File: config.mk
export PLATFORM = sky130hd
export DESIGN_NAME = audio_serial_port
export DESIGN_NICKNAME = d
export VERILOG_FILES = /design/src/rtl/asp_pkg.sv /design/src/rtl/asp_clkgen.sv /design/src/rtl/asp_frame.sv /design/src/rtl/asp_rx.sv /design/src/rtl/asp_tx.sv /design/src/rtl/audio_serial_port.sv
export SDC_FILE = /design/constraint.sdc
export NUM_CORES = 1
export LEC_CHECK = 0
export BUFFER_PORTS_ARGS = -buffer_cell sky130_fd_sc_hd__clkbuf_2
export CAP_MARGIN = 20
export CORE_ASPECT_RATIO = 0.75
export CORE_UTILIZATION = 30
export DETAILED_ROUTE_END_ITERATION = 8
export HOLD_SLACK_MARGIN = 0.06
export PLACE_DENSITY = 0.55
export RECOVER_POWER = 100
export SLEW_MARGIN = 0
export SYNTH_ARGS = -nofsm -noshare
export SYNTH_HDL_FRONTEND = slang
export SYNTH_SLANG_ARGS = --single-unit
File: constraint.sdc
create_clock -name clk -period 4.9 [get_ports clk]
set_input_delay 0.245 -clock clk [delete_from_list [all_inputs] [get_ports clk]]
set_output_delay 0.245 -clock clk [all_outputs]
set_load 0.01 [all_outputs]
File: src/rtl/asp_pkg.sv
// Shared constants, the framing enum and the helpers that turn the
// configuration into a word length and a slot start position.
package asp_pkg;
    localparam int SAMPLE_W  = 24;
    localparam int HALF_BITS = 32;
    localparam int POS_W     = $clog2(HALF_BITS);

    typedef enum logic [1:0] {
        FMT_I2S = 2'd0,
        FMT_LJ  = 2'd1,
        FMT_RJ  = 2'd2,
        FMT_ALT = 2'd3
    } asp_fmt_e;

    // Word length in bits for a width-select code.
    function automatic logic [POS_W:0] word_len(input logic [1:0] wsel);
        case (wsel)
            2'd1:    return (POS_W+1)'(16);
            2'd2:    return (POS_W+1)'(20);
            default: return (POS_W+1)'(SAMPLE_W);
        endcase
    endfunction

    // Half-frame bit position that carries the MSB.
    function automatic logic [POS_W:0] first_pos(input asp_fmt_e fmt,
                                                 input logic [POS_W:0] len);
        case (fmt)
            FMT_LJ:  return '0;
            FMT_RJ:  return (POS_W+1)'(HALF_BITS) - len;
            default: return (POS_W+1)'(1);
        endcase
    endfunction
endpackage

File: src/rtl/asp_clkgen.sv
// Bit-clock event source. In master mode the block divides clk to form
// a normalized bit clock. In slave mode it synchronizes the pins and
// detects edges. It also synchronizes the frame clock and serial data.
// Assumes that in slave mode clk runs at least 8x faster than the bit clock.
module asp_clkgen #(
    parameter int DIV_W = 8
) (
    input  logic             clk,
    input  logic             rst_n,
    input  logic             restart,
    input  logic             master,
    input  logic             bclk_inv,
    input  logic [DIV_W-1:0] div,
    input  logic             bclk_pin,
    input  logic             lrclk_pin,
    input  logic             sdata_pin,
    output logic             rise_ev,
    output logic             fall_ev,
    output logic             bclk_m,
    output logic             lr_pin_s,
    output logic             sdata_s
);
    logic [2:0]       b_sync;
    logic [1:0]       l_sync;
    logic [1:0]       d_sync;
    logic [DIV_W-1:0] div_cnt;
    logic             tick;
    logic             norm_now;
    logic             norm_prev;

    // Two-stage synchronizers, plus one history stage on the bit clock.
    always_ff @(posedge clk) begin
        if (!rst_n) begin
            b_sync <= '0;
            l_sync <= '0;
            d_sync <= '0;
        end else begin
            b_sync <= {b_sync[1:0], bclk_pin};
            l_sync <= {l_sync[0], lrclk_pin};
            d_sync <= {d_sync[0], sdata_pin};
        end
    end

    // Master divider: toggles the normalized bit clock every div+1 cycles.
    always_ff @(posedge clk) begin
        if (!rst_n || restart || !master) begin
            div_cnt <= '0;
            bclk_m  <= 1'b0;
        end else if (tick) begin
            div_cnt <= '0;
            bclk_m  <= ~bclk_m;
        end else begin
            div_cnt <= div_cnt + 1'b1;
        end
    end

    // Event selection between the divider and the synchronized pin.
    always_comb begin
        tick      = master && (div_cnt == div);
        norm_now  = b_sync[1] ^ bclk_inv;
        norm_prev = b_sync[2] ^ bclk_inv;
        if (master) begin
            rise_ev = tick && !bclk_m;
            fall_ev = tick && bclk_m;
        end else begin
            rise_ev = norm_now && !norm_prev;
            fall_ev = !norm_now && norm_prev;
        end
        lr_pin_s = l_sync[1];
        sdata_s  = d_sync[1];
    end
endmodule

File: src/rtl/asp_frame.sv
// Half-frame tracker. On each falling bit-clock event it settles the
// frame-clock level and restarts the bit position at a frame edge
// (saturating otherwise). It also derives the channel. In master mode it
// also generates the frame clock every 32 bit clocks.
module asp_frame
    import asp_pkg::*;
(
    input  logic             clk,
    input  logic             rst_n,
    input  logic             restart,
    input  logic             master,
    input  logic             lr_inv,
    input  asp_fmt_e         fmt,
    input  logic             fall_ev,
    input  logic             lr_pin_s,
    output logic [POS_W-1:0] pos_q,
    output logic             right_q,
    output logic             synced_q,
    output logic             lr_m_q
);
    localparam logic [POS_W-1:0] POS_LAST = POS_W'(HALF_BITS - 1);

    logic lr_ref_q;
    logic lr_now;
    logic is_i2s;

    // Frame-clock level that applies from this falling event onwards.
    always_comb begin
        is_i2s = (fmt == FMT_I2S) || (fmt == FMT_ALT);
        if (master)
            lr_now = (pos_q == POS_LAST) ? ~lr_m_q : lr_m_q;
        else
            lr_now = lr_pin_s ^ lr_inv;
    end

    // Position, channel, lock and master frame-clock state.
    always_ff @(posedge clk) begin
        if (!rst_n) begin
            pos_q    <= POS_LAST;
            right_q  <= 1'b0;
            synced_q <= 1'b0;
            lr_m_q   <= 1'b0;
            lr_ref_q <= 1'b0;
        end else if (restart) begin
            pos_q    <= POS_LAST;
            synced_q <= 1'b0;
        end else if (fall_ev) begin
            if (lr_now != lr_ref_q) begin
                pos_q    <= '0;
                synced_q <= 1'b1;
            end else if (pos_q != POS_LAST) begin
                pos_q <= pos_q + 1'b1;
            end
            lr_ref_q <= lr_now;
            right_q  <= is_i2s ? lr_now : ~lr_now;
            if (master)
                lr_m_q <= lr_now;
        end
    end

    AST_LR_ON_FALL: assert property (@(posedge clk) disable iff (!rst_n)
        $changed(lr_m_q) |-> $past(fall_ev));
endmodule

File: src/rtl/asp_rx.sv
// Receive shifter. On each rising bit-clock event inside the slot it
// shifts one bit in, MSB first. On the slot's last bit it writes the
// sign-extended word to the channel register and pulses rx_valid.
// Assumes pos/right describe the bit now on the line.
module asp_rx
    import asp_pkg::*;
(
    input  logic                clk,
    input  logic                rst_n,
    input  logic                rise_ev,
    input  logic                sdata_s,
    input  logic [POS_W-1:0]    pos,
    input  logic                right,
    input  logic                synced,
    input  logic [POS_W:0]      start,
    input  logic [POS_W:0]      len,
    output logic [SAMPLE_W-1:0] rx_left,
    output logic [SAMPLE_W-1:0] rx_right,
    output logic                rx_valid,
    output logic                rx_is_right
);
    logic [SAMPLE_W-1:0]        shreg;
    logic [SAMPLE_W-1:0]        full;
    logic [SAMPLE_W-1:0]        shifted;
    logic signed [SAMPLE_W-1:0] ext;
    logic [POS_W:0]             last;
    logic [POS_W:0]             shamt;
    logic [POS_W:0]             len_q;
    logic                       in_slot;
    logic                       at_end;

    // Slot window and sign extension of the word being completed.
    always_comb begin
        last    = start + len - 1'b1;
        in_slot = ({1'b0, pos} >= start) && ({1'b0, pos} <= last);
        at_end  = ({1'b0, pos} == last);
        full    = {shreg[SAMPLE_W-2:0], sdata_s};
        shamt   = (POS_W+1)'(SAMPLE_W) - len;
        shifted = full << shamt;
        ext     = $signed(shifted) >>> shamt;
    end

    // Shift in slot bits and publish the completed word.
    always_ff @(posedge clk) begin
        if (!rst_n) begin
            shreg       <= '0;
            rx_left     <= '0;
            rx_right    <= '0;
            rx_valid    <= 1'b0;
            rx_is_right <= 1'b0;
            len_q       <= (POS_W+1)'(SAMPLE_W);
        end else begin
            rx_valid <= 1'b0;
            if (rise_ev && synced && in_slot) begin
                shreg <= full;
                if (at_end) begin
                    rx_valid    <= 1'b1;
                    rx_is_right <= right;
                    len_q       <= len;
                    if (right) rx_right <= ext;
                    else       rx_left  <= ext;
                end
            end
        end
    end

    logic signed [SAMPLE_W-1:0] shown_top;
    always_comb shown_top = $signed(rx_is_right ? rx_right : rx_left) >>> (len_q - 1'b1);

    AST_ONE_PULSE: assert property (@(posedge clk) disable iff (!rst_n)
        rx_valid |=> !rx_valid);
    AST_VALID_LOCKED: assert property (@(posedge clk) disable iff (!rst_n)
        rx_valid |-> $past(synced));
    AST_SIGN_EXT: assert property (@(posedge clk) disable iff (!rst_n)
        rx_valid |-> (shown_top == '0 || shown_top == '1));
endmodule

File: src/rtl/asp_tx.sv
// Transmit serializer. One cycle after each falling bit-clock event,
// once the position has settled, it drives the bit for that position.
// It latches the channel's sample at position 0 and drives zero
// outside the slot.
module asp_tx
    import asp_pkg::*;
(
    input  logic                clk,
    input  logic                rst_n,
    input  logic                fall_ev,
    input  logic [POS_W-1:0]    pos,
    input  logic                right,
    input  logic [POS_W:0]      start,
    input  logic [POS_W:0]      len,
    input  logic [SAMPLE_W-1:0] tx_left,
    input  logic [SAMPLE_W-1:0] tx_right,
    output logic                sdata_out
);
    logic [SAMPLE_W-1:0] word_q;
    logic [SAMPLE_W-1:0] cur;
    logic [POS_W:0]      rel;
    logic [POS_W-1:0]    idx;
    logic                fall_d;
    logic                hit;
    logic                bit_nxt;

    // Select the word and the bit for the current position.
    always_comb begin
        cur     = (pos == '0) ? (right ? tx_right : tx_left) : word_q;
        rel     = {1'b0, pos} - start;
        hit     = ({1'b0, pos} >= start) && (rel < len);
        idx     = POS_W'(len - 1'b1 - rel);
        bit_nxt = hit ? cur[idx] : 1'b0;
    end

    // Delay the event one cycle, then launch the bit.
    always_ff @(posedge clk) begin
        if (!rst_n) begin
            fall_d    <= 1'b0;
            word_q    <= '0;
            sdata_out <= 1'b0;
        end else begin
            fall_d <= fall_ev;
            if (fall_d) begin
                if (pos == '0) word_q <= cur;
                sdata_out <= bit_nxt;
            end
        end
    end
endmodule

File: src/rtl/audio_serial_port.sv
// Top level: holds the configuration register and joins the clock
// source, frame tracker, receiver and transmitter. Configuration changes
// only on cfg_load, and each load makes the port re-lock to the frame clock.
module audio_serial_port
    import asp_pkg::*;
#(
    parameter int DIV_W = 8
) (
    input  logic                clk,
    input  logic                rst_n,
    input  logic                cfg_load,
    input  logic [1:0]          cfg_fmt,
    input  logic [1:0]          cfg_width,
    input  logic                cfg_bclk_inv,
    input  logic                cfg_lr_inv,
    input  logic                cfg_master,
    input  logic [DIV_W-1:0]    cfg_div,
    input  logic                bclk_in,
    input  logic                lrclk_in,
    input  logic                sdata_in,
    output logic                bclk_out,
    output logic                lrclk_out,
    output logic                clk_drive_en,
    output logic                sdata_out,
    input  logic [SAMPLE_W-1:0] tx_left,
    input  logic [SAMPLE_W-1:0] tx_right,
    output logic [SAMPLE_W-1:0] rx_left_data,
    output logic [SAMPLE_W-1:0] rx_right_data,
    output logic                rx_valid,
    output logic                rx_is_right
);
    asp_fmt_e         fmt_q;
    logic [1:0]       wsel_q;
    logic             bclk_inv_q;
    logic             lr_inv_q;
    logic             master_q;
    logic [DIV_W-1:0] div_q;
    logic [POS_W:0]   len;
    logic [POS_W:0]   start;

    logic             rise_ev;
    logic             fall_ev;
    logic             bclk_m;
    logic             lr_pin_s;
    logic             sdata_s;
    logic [POS_W-1:0] pos;
    logic             right;
    logic             synced;
    logic             lr_m;

    // Configuration register, loaded only on the strobe.
    always_ff @(posedge clk) begin
        if (!rst_n) begin
            fmt_q      <= FMT_I2S;
            wsel_q     <= 2'd0;
            bclk_inv_q <= 1'b0;
            lr_inv_q   <= 1'b0;
            master_q   <= 1'b0;
            div_q      <= '0;
        end else if (cfg_load) begin
            fmt_q      <= asp_fmt_e'(cfg_fmt);
            wsel_q     <= cfg_width;
            bclk_inv_q <= cfg_bclk_inv;
            lr_inv_q   <= cfg_lr_inv;
            master_q   <= cfg_master;
            div_q      <= cfg_div;
        end
    end

    // Slot geometry and the clock pin outputs.
    always_comb begin
        len          = word_len(wsel_q);
        start        = first_pos(fmt_q, len);
        bclk_out     = bclk_m ^ bclk_inv_q;
        lrclk_out    = lr_m ^ lr_inv_q;
        clk_drive_en = master_q;
    end

    asp_clkgen #(.DIV_W(DIV_W)) u_clkgen (
        .clk(clk), .rst_n(rst_n), .restart(cfg_load), .master(master_q),
        .bclk_inv(bclk_inv_q), .div(div_q), .bclk_pin(bclk_in),
        .lrclk_pin(lrclk_in), .sdata_pin(sdata_in), .rise_ev(rise_ev),
        .fall_ev(fall_ev), .bclk_m(bclk_m), .lr_pin_s(lr_pin_s), .sdata_s(sdata_s)
    );

    asp_frame u_frame (
        .clk(clk), .rst_n(rst_n), .restart(cfg_load), .master(master_q),
        .lr_inv(lr_inv_q), .fmt(fmt_q), .fall_ev(fall_ev), .lr_pin_s(lr_pin_s),
        .pos_q(pos), .right_q(right), .synced_q(synced), .lr_m_q(lr_m)
    );

    asp_rx u_rx (
        .clk(clk), .rst_n(rst_n), .rise_ev(rise_ev), .sdata_s(sdata_s),
        .pos(pos), .right(right), .synced(synced), .start(start), .len(len),
        .rx_left(rx_left_data), .rx_right(rx_right_data), .rx_valid(rx_valid),
        .rx_is_right(rx_is_right)
    );

    asp_tx u_tx (
        .clk(clk), .rst_n(rst_n), .fall_ev(fall_ev), .pos(pos), .right(right),
        .start(start), .len(len), .tx_left(tx_left), .tx_right(tx_right),
        .sdata_out(sdata_out)
    );

    AST_TX_AFTER_FALL: assert property (@(posedge clk) disable iff (!rst_n)
        $changed(sdata_out) |-> $past(fall_ev, 2));
endmodule

==> results of run 1 <==
cell type report:
class | count | area share [%]
Clock inverter | 10 | 1.97
Multi-Input combinational cell | 513 | 44.8
Inverter | 22 | 0.995
Clock buffer | 21 | 5.67
Timing Repair Buffer | 141 | 8.61
Sequential cell | 139 | 33.5
Tap cell | 294 | 4.43
per-layer routing:
metal	vias up	track usage (%)	share of wire (%)
li1	2730	-	-
met1	2434	20.4	53
met2	75	20.4	42
met3	8	4.21	5.0
met4	2	4.06	0.73
met5	-	0	0.082
Yosys cell counts, types with 4 or more instances:
cell type	n	area share, %
buf_2	9	0.66
a21oi_1	22	1.6
o2111ai_1	5	0.64
xnor2_1	16	2.1
dfxtp_1	139	41
inv_1	22	1.2
nand3b_1	5	0.55
nor2b_1	4	0.37
mux4_2	11	3.6
nor4_1	4	0.37
and3_1	6	0.55
nand2_1	108	6.0
nand2b_1	6	0.55
buf_1	4	0.22
and2_1	11	1.0
nor3_1	4	0.29
o21a_1	4	0.44
clkbuf_1	23	1.3
a211oi_1	5	0.55
xor2_1	12	1.5
mux2_2	21	3.5
mux2i_1	104	15
nand3_1	18	1.3
o21ai_0	27	2.0
nor2_1	60	3.3
ha_1	24	4.4
how the worst min path moves through the flow:
stage                       startpoint                  to  slack, ps  cells past startpoint
floorplan                      bclk_in  u_clkgen.b_sync[0]        370                      1
global route                cfg_div[2]            div_q[2]         80                      3
detailed placement  u_clkgen.b_sync[0]  u_clkgen.b_sync[1]        420                      1
CTS                         cfg_div[3]            div_q[3]         60                      3
finish                      cfg_div[2]            div_q[2]         80                      3
global placement    u_clkgen.l_sync[0]  u_clkgen.l_sync[1]        420                      1
where the power goes:
group | internal [mW] | switching, mW
clock network | 0.892 | 0.492
logic | 0.0964 | 0.117
registers | 1.14 | 0.0104
worst min-delay path, delay by kind of cell:
family | cells | cell delay, ps
buffers and inverters | 1 | 80
AND/OR/NAND/NOR | 1 | 70
multiplexers | 1 | 60
kinds of logic (layout without fill, tap and decap cells):
kind of cell | count (synthesis) | after routing
AO/OA/AOI/OAI | 81 | 81
XOR/XNOR | 28 | 28
adder cells (fa/ha/maj) | 25 | 25
buffers and inverters | 64 | 194
flip-flops | 139 | 139
multiplexers | 137 | 137
AND/OR/NAND/NOR | 242 | 242
state kept, by name (all words and copies together), names as in the netlist, 2 cells and up:
register,cells
u_rx.rx_left,24
u_rx.rx_right,24
u_tx.word_q,24
u_rx.shreg,23
div_q,8
u_clkgen.div_cnt,8
u_frame.pos_q,5
u_clkgen.b_sync,3
fmt_q,2
u_clkgen.d_sync,2
u_clkgen.l_sync,2
wsel_q,2
==> results.md, run 1 <==
* Adder-Cell Fraction of Synth Area at 4.71%
* #FFs+latches synth at 139
* Antenna violations before repair at 1
* Die height at 132 um
* Root buf cell: clkbuf_16
* Vias in the first global route at 5055
* Mapped cell area at 6800 um2
* CTS max path bufs at 2
* DP Area at 7640 um2
* Count of cells resized by post-cts repair at 0
* DRT Pass-1 Iters at 4
* Final Hold Viols at 0
* Die W at 176 um
* Synth Area in XOR/XNOR at 3.61%
* Synth Instances at 716
* Sequential cell area at 2780 um2
* Ant diodes at 0
* Clock Latency Late Sink at 420 ps
* IO Pins at 123
* Row count at 47
* CP max-delay cell: or4_1
* Via count at 5249
* Drt total wl at 15900 um
* ANT nets after route at 0
* Fraction of layout cells with a size suffix above 1 at 16.9%
* Slew @ Worst Pin at 3210 ps
* Synth-to-Final Area Change at 22.1%
* Wire per inst at 13.9 um
* Net count after synthesis at 810
* Tmin final at 3650 ps
* PortBufs at 122
* Die area at 23300 um2
* Post-Place Setup Slack at 973 ps
* Post-synth EDFFs at 0
* Critical Path Source: wsel_q[0]
* Failing checks: max-capacitance violations, max-slew violations
* Synthesis Warnings at 0
* Compound-Gate Fraction of Synth Area at 7.58%
* Required @ worst endpoint at 5180 ps
* Pleak at 3.38 nW
* GRT overflow at 0
* Power Total at 2.75 mW
* CP Launch Type: flop
* Internal reg-to-reg setup slack at 1250 ps
* Setup ws final at 1250 ps
* Power Density at 331 nW/um2
* CTS H-tree lvls at 4
* Synth Area in Simple Gates at 16.4%
* Num CTS Buffers at 17
* WP depth at 13
* Netlist cell types at 53
* Hpwl dp at 11600 um
* Slew margin rel. at -114%
* Final non-filler cell total at 1140
* Status: finished, violations left
* Setup total negative slack at 0 ps
* Clk slew on worst S/H paths at 60 ps
* Vias per inst at 4.60
* Final setup fails at 0
* Setup Crit Path Kind: reg2reg
* Main combinational cell family by area after synthesis: multiplexers
* Arr. time, crit path at 3930 ps
* Final GP Congestion at 0.859
* Most frequent cells in the layout: dfxtp_1 (139), nand2_1 (108), mux2i_1 (104)
* Mux contribution to synthesized area at 22.6%
* Fmax at 274 MHz
* Maximum VDD drop at 0.168 mV
* NumNets Final at 928
* CTS hold repair buffers at 10
* Cell Count Post-Placement at 1098
* Buf/Inv on CP at 3
* Critical path's largest stage delay at 660 ps
* Crit Path Max Fanout at 17
* CP Capture Type: flop
* Total core area at 22200 um2
* Initial core utilization at 30.7%
* Post-synth ARST share at 0%
* DRT iter0 DRCs at 253
* Post-synth top flop: dfxtp_1
* Critical path's top delay family: simple AND/OR/NAND/NOR gates
* Worst Setup EP: u_rx.rx_right[12]
* Final Cycle Share at 74.4%
* Reg2reg path depth at 13
* RSZ-0062 raised after global routing: false
* Max Cap Viol at 1
* First-pass GRT wire length at 26200 um
* Seq/Total Area, Yosys at 40.9%
* Area of the multi-input gates at 3720 um2
* Most numerous cell on the critical path: ha_1
* Worst r2r src: wsel_q[0]
* Hold Slack at 81.2 ps
* Post-CTS setup buffer count at 0
* Fill count at 2290
* Post-layout util at 37.4%
* CP cell instances: inv_1, ha_1, inv_1, o21a_1, ha_1, a31oi_1, xor2_1, ha_1, and3_1, nand4_1, or4_1, buf_16, mux2i_1
* Commonest non-fill, non-tap cell in the layout: dfxtp_1
* Worst hold path type: in2reg
* Worst R2R End: u_rx.rx_right[12]
* Total Routing Usage GR at 14.2%
* Final slew viol count at 79
* TritonCTS clock tree: yes
* CTS sink count at 139
* Cell area after layout at 8300 um2
* Residual DRC at 0
* Syn avg cell area at 9.50 um2
* Clk_skew at 8.56 ps
* Largest net degree at the start of global routing at 79
No activity file was read; power rests on OpenSTA's default activity.
==> run 2: changes to the inputs <==
Settings changed: PLACE_DENSITY 0.55 to 0.57.
Clock period 4.9 ns to 3 ns, I/O delays scaled along.
==> results.md, run 2 (synthesis gave the netlist of run 1 again) <==
* Clk_skew at 6.37 ps
* Setup ws final at -66.5 ps
* Psw at 1.04 mW
* GRT overflow at 0
* Die area at 23300 um2
* Power Density at 537 nW/um2
* Row count at 47
* Final setup fails at 19
* RSZ-0062 raised after global routing: true
* Critical path's largest stage delay at 360 ps
* Synth-to-Final Area Change at 32.1%
* ANT nets after route at 0
* Setup total negative slack at -893 ps
* Die W at 176 um
* Antenna violations before repair at 4
* Root buf cell: clkbuf_16
* Tmin final at 3070 ps
* DRT Pass-1 Iters at 4
* Largest net degree at the start of global routing at 40
* Int Power at 3.78 mW
* Critical Path Source: wsel_q[1]
* Top Registers: u_rx.rx_left (24), u_rx.rx_right (24), u_tx.word_q (24)
* Vias per inst at 4.61
* Share of power burned in registers at 38.9%
* CP cell instances: ha_4, inv_4, o21a_1, ha_4, a31oi_4, xor2_1, ha_1, and3_4, nand4_1, buf_6, nor4_4, buf_6, clkbuf_16, mux2i_1
* Maximum VDD drop at 0.286 mV
* Pleak at 3.66 nW
* Total Routing Usage GR at 14.9%
* DRT iter0 DRCs at 233
* TritonCTS clock tree: yes
* CP Launch Type: flop
* Final slew viol count at 0
* Critical path's top delay family: adder cells
* Worst Setup EP: u_rx.rx_left[13]
* Cell Count Post-Placement at 1128
* Slew margin rel. at 38.9%
* Clock Power Share at 52.0%
* PortBufs at 122
* CTS H-tree lvls at 4
* Status: finished, violations left
* Slew @ Worst Pin at 917 ps
* Combinational share of power at 9.1%
* Power Total at 4.83 mW
* Worst hold path type: in2reg
* Buf/Inv on CP at 4
* Internal reg-to-reg setup slack at -70 ps
* WP depth at 14
* Clk slew on worst S/H paths at 60 ps
* Crit Path Max Fanout at 5
* Commonest non-fill, non-tap cell in the layout: dfxtp_1
* Vias in the first global route at 5406
* CTS max path bufs at 2
* Drt total wl at 16800 um
* Hpwl dp at 11900 um
* Die height at 132 um
* Failing checks: negative setup slack
* Num CTS Buffers at 17
* Arr. time, crit path at 3410 ps
* Clock Latency Late Sink at 420 ps
* Residual DRC at 0
* Final GP Congestion at 0.818
* Fill count at 2213
* First-pass GRT wire length at 27400 um
* Sw frac at 21.6%
* Final Cycle Share at 102%
* CTS sink count at 139
* Reg2reg path depth at 14
* CP max-delay cell: dfxtp_2
* CP Capture Type: flop
* NumNets Final at 972
* Total core area at 22200 um2
* Final Hold Viols at 0
* Fmax at 326 MHz
* Initial core utilization at 30.7%
* Required @ worst endpoint at 3350 ps
* Setup Crit Path Kind: reg2reg
* IO Pins at 123
* Max Cap Viol at 0
* Most frequent cells in the layout: dfxtp_1 (136), nand2_1 (106), mux2i_1 (104)
* Wire per inst at 14.2 um
* Via count at 5467
* Final non-filler cell total at 1186
* Worst R2R End: u_rx.rx_left[13]
* Worst r2r src: wsel_q[1]
* Fraction of layout cells with a size suffix above 1 at 23.1%
-- run 2: cell count changes in the layout (fill, tap and decap cells not counted), moves of 4 or more --
cell / before / now
buf_4: 4 / 33
ha_4: 0 / 6
clkbuf_1: 60 / 56
dlygate4sd3_1: 10 / 18
ha_1: 24 / 17
-- run 2: cell type report --
| cell class | instances | area, um2 | share of cell area, % |
|---|---|---|---|
| clock buffers | 20 | 467 | 5.20 |
| diodes | 3 | 7.51 | 0.0836 |
| repair buffers | 185 | 1130 | 12.6 |
| clock inverters | 10 | 236 | 2.63 |
| multi-input cells | 513 | 3900 | 43.4 |
| well taps | 294 | 368 | 4.10 |
| flip-flops and latches | 139 | 2790 | 31.0 |
| inverters | 22 | 85.1 | 0.947 |
-- run 2: metrics by stage --
step / worst slack, ps / hold slack [ps] / util (%) / area, um2
after detailed placement: -141 / 358 / 35.9 / 7950
after global routing: -209 / 121 / 40.5 / 8980
final: -66.5 / 110 / 40.5 / 8980
after floorplan: -101 / 277 / - / 6880
after CTS: 2.22 / 98.8 / 40.2 / 8910
after global placement: -53.4 / 359 / 35.9 / 7950
-- run 2: worst min-delay path, delay by kind of cell --
kind	cells	cell delay, ps
AND/OR/NAND/NOR	1	70
multiplexers	2	200
buffers and inverters	1	70
-- run 2: timing repair --
item,in CTS,in global routing
pin swaps,13,9
setup endpoints to repair,49,73
setup buffers,0,4
hold endpoints to repair,18,0
gates resized for setup,8,13
gates cloned,0,3
hold buffers,18,0
-- run 2: power groups by stage --
stage	Clock [mW]	Combinational [mW]	Sequential [mW]
final	2.51	0.437	1.88
after global routing	2.64	0.486	1.88
after CTS	2.56	0.420	1.88
after detailed placement	0	0.387	1.92
after global placement	0	0.386	1.92
after floorplan	0	0.256	1.92
-- run 2: how the worst min path moves through the flow --
stage | slack [ps] | cells past startpoint | startpoint | end
after global placement | 360 | 2 | lrclk_in | u_clkgen.l_sync[0]
after floorplan | 280 | 1 | bclk_in | u_clkgen.b_sync[0]
after global routing | 120 | 4 | tx_left[11] | u_tx.word_q[11]
after detailed placement | 360 | 2 | bclk_in | u_clkgen.b_sync[0]
after CTS | 100 | 4 | tx_left[19] | u_tx.word_q[19]
final | 110 | 4 | tx_left[19] | u_tx.word_q[19]
-- run 2: metal layers --
metal	vias up	GRT usage (%)	routed length [um]
met5	-	0	0
met3	17	4.01	702
li1	2816	-	-
met1	2554	20.7	8690
met2	80	22.3	7250
met4	0	4.59	190
==> run 3: changes to the inputs <==
Settings changed: ABC_AREA set to 1.
==> results.md, run 3 <==
* PortBufs at 122
* Maximum VDD drop at 0.407 mV
* CP max-delay cell: dfxtp_4
* IO Pins at 123
* #FFs+latches synth at 139
* Worst Setup EP: u_rx.rx_left[21]
* Hpwl dp at 14300 um
* Top area cells in the synthesized netlist: dfxtp_1 (37%), nand2_1 (16%), nor2_1 (7.9%)
* Cell Count Post-Placement at 1578
* CTS max path bufs at 2
* Synthesis Warnings at 0
* Die W at 184 um
* GR Util met2 at 23.4%
* Tmin final at 2930 ps
* Net count after synthesis at 1252
* Worst R2R End: u_rx.rx_left[21]
* Slew @ Worst Pin at 766 ps
* Synth Area in Simple Gates at 29.8%
* DRT iter0 DRCs at 484
* Final slew viol count at 0
* Post-synth top flop: dfxtp_1
* Power Density at 484 nW/um2
* CP Capture Type: flop
* Total core area at 24200 um2
* Num CTS Buffers at 17
* Worst hold path type: in2reg
* Post-synth EDFFs at 0
* Row count at 49
* Final GP Congestion at 0.848
* DRT Pass-1 Iters at 7
* Syn avg cell area at 6.47 um2
* Drt total wl at 21200 um
* Largest net degree at the start of global routing at 77
* Antenna violations before repair at 0
* Slew margin rel. at 48.9%
* Root buf cell: clkbuf_16
* Status: completed
* GR Util met1 at 23.2%
* Final non-filler cell total at 1665
* Clock Latency Late Sink at 430 ps
* Reg2reg path depth at 16
* Post-synth ARST share at 0%
* Die area at 25600 um2
* Worst r2r src: wsel_q[0]
* Busiest grt layer: met2
* Ant diodes at 0
* Final Cycle Share at 97.5%
* Most common cell in the netlist: nand2_1
* Total Routing Usage GR at 16.0%
* Commonest non-fill, non-tap cell in the layout: nand2_1
* Top cells by count, synth: nand2_1 (323), nor2_1 (158), dfxtp_1 (139), inv_1 (139), o21ai_0 (100)
* Die height at 139 um
* Wire per inst at 12.7 um
* GR met3 Demand/Resource at 3.68%
* Vias per inst at 4.55
* CP cell instances: inv_4, ha_4, inv_2, o21a_1, ha_4, a31oi_4, xor2_1, ha_1, nand3_2, nor3_4, buf_6, nand4_4, clkbuf_16, nand2_1, nand2_1, nor2_1
* Mux contribution to synthesized area at 0%
* Setup ws final at 74.3 ps
* Mapped cell area at 7490 um2
* Synth Area in XOR/XNOR at 1.87%
* NumNets Final at 1416
* Internal reg-to-reg setup slack at 70 ps
* RSZ-0062 raised after global routing: true
* Arr. time, crit path at 3290 ps
* Fmax at 342 MHz
* CP Launch Type: flop
* CTS sink count at 139
* GRT overflow at 0
* Pleak at 4.60 nW
* Residual DRC at 0
* Final setup fails at 0
* Setup Crit Path Kind: reg2reg
* First-pass GRT wire length at 32800 um
* Synth-to-Final Area Change at 30.6%
* Crit Path Max Fanout at 12
* Critical Path Source: wsel_q[0]
* Power Total at 4.74 mW
* Main combinational cell family by area after synthesis: simple AND/OR/NAND/NOR gates
* Post-Place Setup Slack at 38.6 ps
* TritonCTS clock tree: yes
* Vias in the first global route at 6681
* Final Hold Viols at 0
* Seq/Total Area, Yosys at 37.1%
* ANT nets after route at 0
* Area leader, netlist: dfxtp_1
* Setup total negative slack at 0 ps
* Critical path's largest stage delay at 360 ps
* Max Cap Viol at 0
* Top Registers: u_rx.rx_left (24), u_rx.rx_right (24), u_tx.word_q (24)
* Compound-Gate Fraction of Synth Area at 15.9%
* Synth Instances at 1158
* Clk slew on worst S/H paths at 60 ps
* Via count at 7579
* Required @ worst endpoint at 3360 ps
* Netlist cell types at 41
* Initial core utilization at 30.9%
* Clk_skew at 14.6 ps
* Fraction of layout cells with a size suffix above 1 at 13.4%
* Post-layout util at 40.4%
* CTS H-tree lvls at 4
* Most frequent cells in the layout: nand2_1 (307), nor2_1 (152), inv_1 (138)
* Yosys top cell area share at 37.1%
* Adder-Cell Fraction of Synth Area at 4.28%
[run 3: cell type report]
type                    count  area (um2)
repair buffers            200        1360
fillers                  2550       14400
multi-input cells         815        4040
clock buffers              21         480
inverters                 149         562
well taps                 331         414
clock inverters            10         140
flip-flops and latches    139        2790
[run 3: repair_timing]
action / CTS / global route
resized for setup: 0 / 37
hold buffers: 47 / 0
endpoints found under the setup margin: 0 / 71
setup buffers: 0 / 3
endpoints found under the hold margin: 32 / 0
[run 3: critical path, delay by kind of cell (launching register included)]
kind | cells | cell delay [ps]
flip-flops | 1 | 360
AND/OR/NAND/NOR | 6 | 710
adder cells (fa/ha/maj) | 3 | 870
AO/OA/AOI/OAI | 2 | 270
XOR/XNOR | 1 | 150
buffers and inverters | 4 | 510
[run 3: logic make-up (layout without fill, tap and decap cells)]
kind of cell | count (synthesis) | count (layout)
AOI/OAI and AO/OA | 219 | 219
and+or+nand+nor | 555 | 555
adders and majority gates | 25 | 25
xor gates and xnor gates | 16 | 16
buffers and inverters | 204 | 380
DFF | 139 | 139
[run 3: through the flow]
| stage | hold slack [ps] | area [um2] |
|---|---|---|
| floorplan | 248 | 7570 |
| global placement | 332 | 8490 |
| detailed placement | 341 | 8490 |
| CTS | 77.8 | 9580 |
| global route | 88.4 | 9780 |
| finish | 98.0 | 9780 |
[run 3: routing by layer]
metal  part of all wire (%)  routed length [um]
met2                     42                8960
met3                    4.9                1040
met4                   0.77                 163
met5                      0                   0
met1                     52               11000
[run 3: worst min path at each step]
stage                         endpoint  cells past startpoint  slack (ps)    startpoint
finish                       wsel_q[0]                      3         100  cfg_width[0]
CTS                          wsel_q[0]                      3          80  cfg_width[0]
detailed placement  u_clkgen.b_sync[0]                      3         340       bclk_in
global route                 wsel_q[0]                      3          90  cfg_width[0]
global placement    u_clkgen.b_sync[0]                      3         330       bclk_in
floorplan           u_clkgen.b_sync[0]                      2         250       bclk_in
[run 3: report_power, final]
part	internal (mW)	total, mW	switching, mW
Clock	1.39	2.22	0.826
Combinational	0.250	0.625	0.374
Sequential	1.87	1.89	0.0224
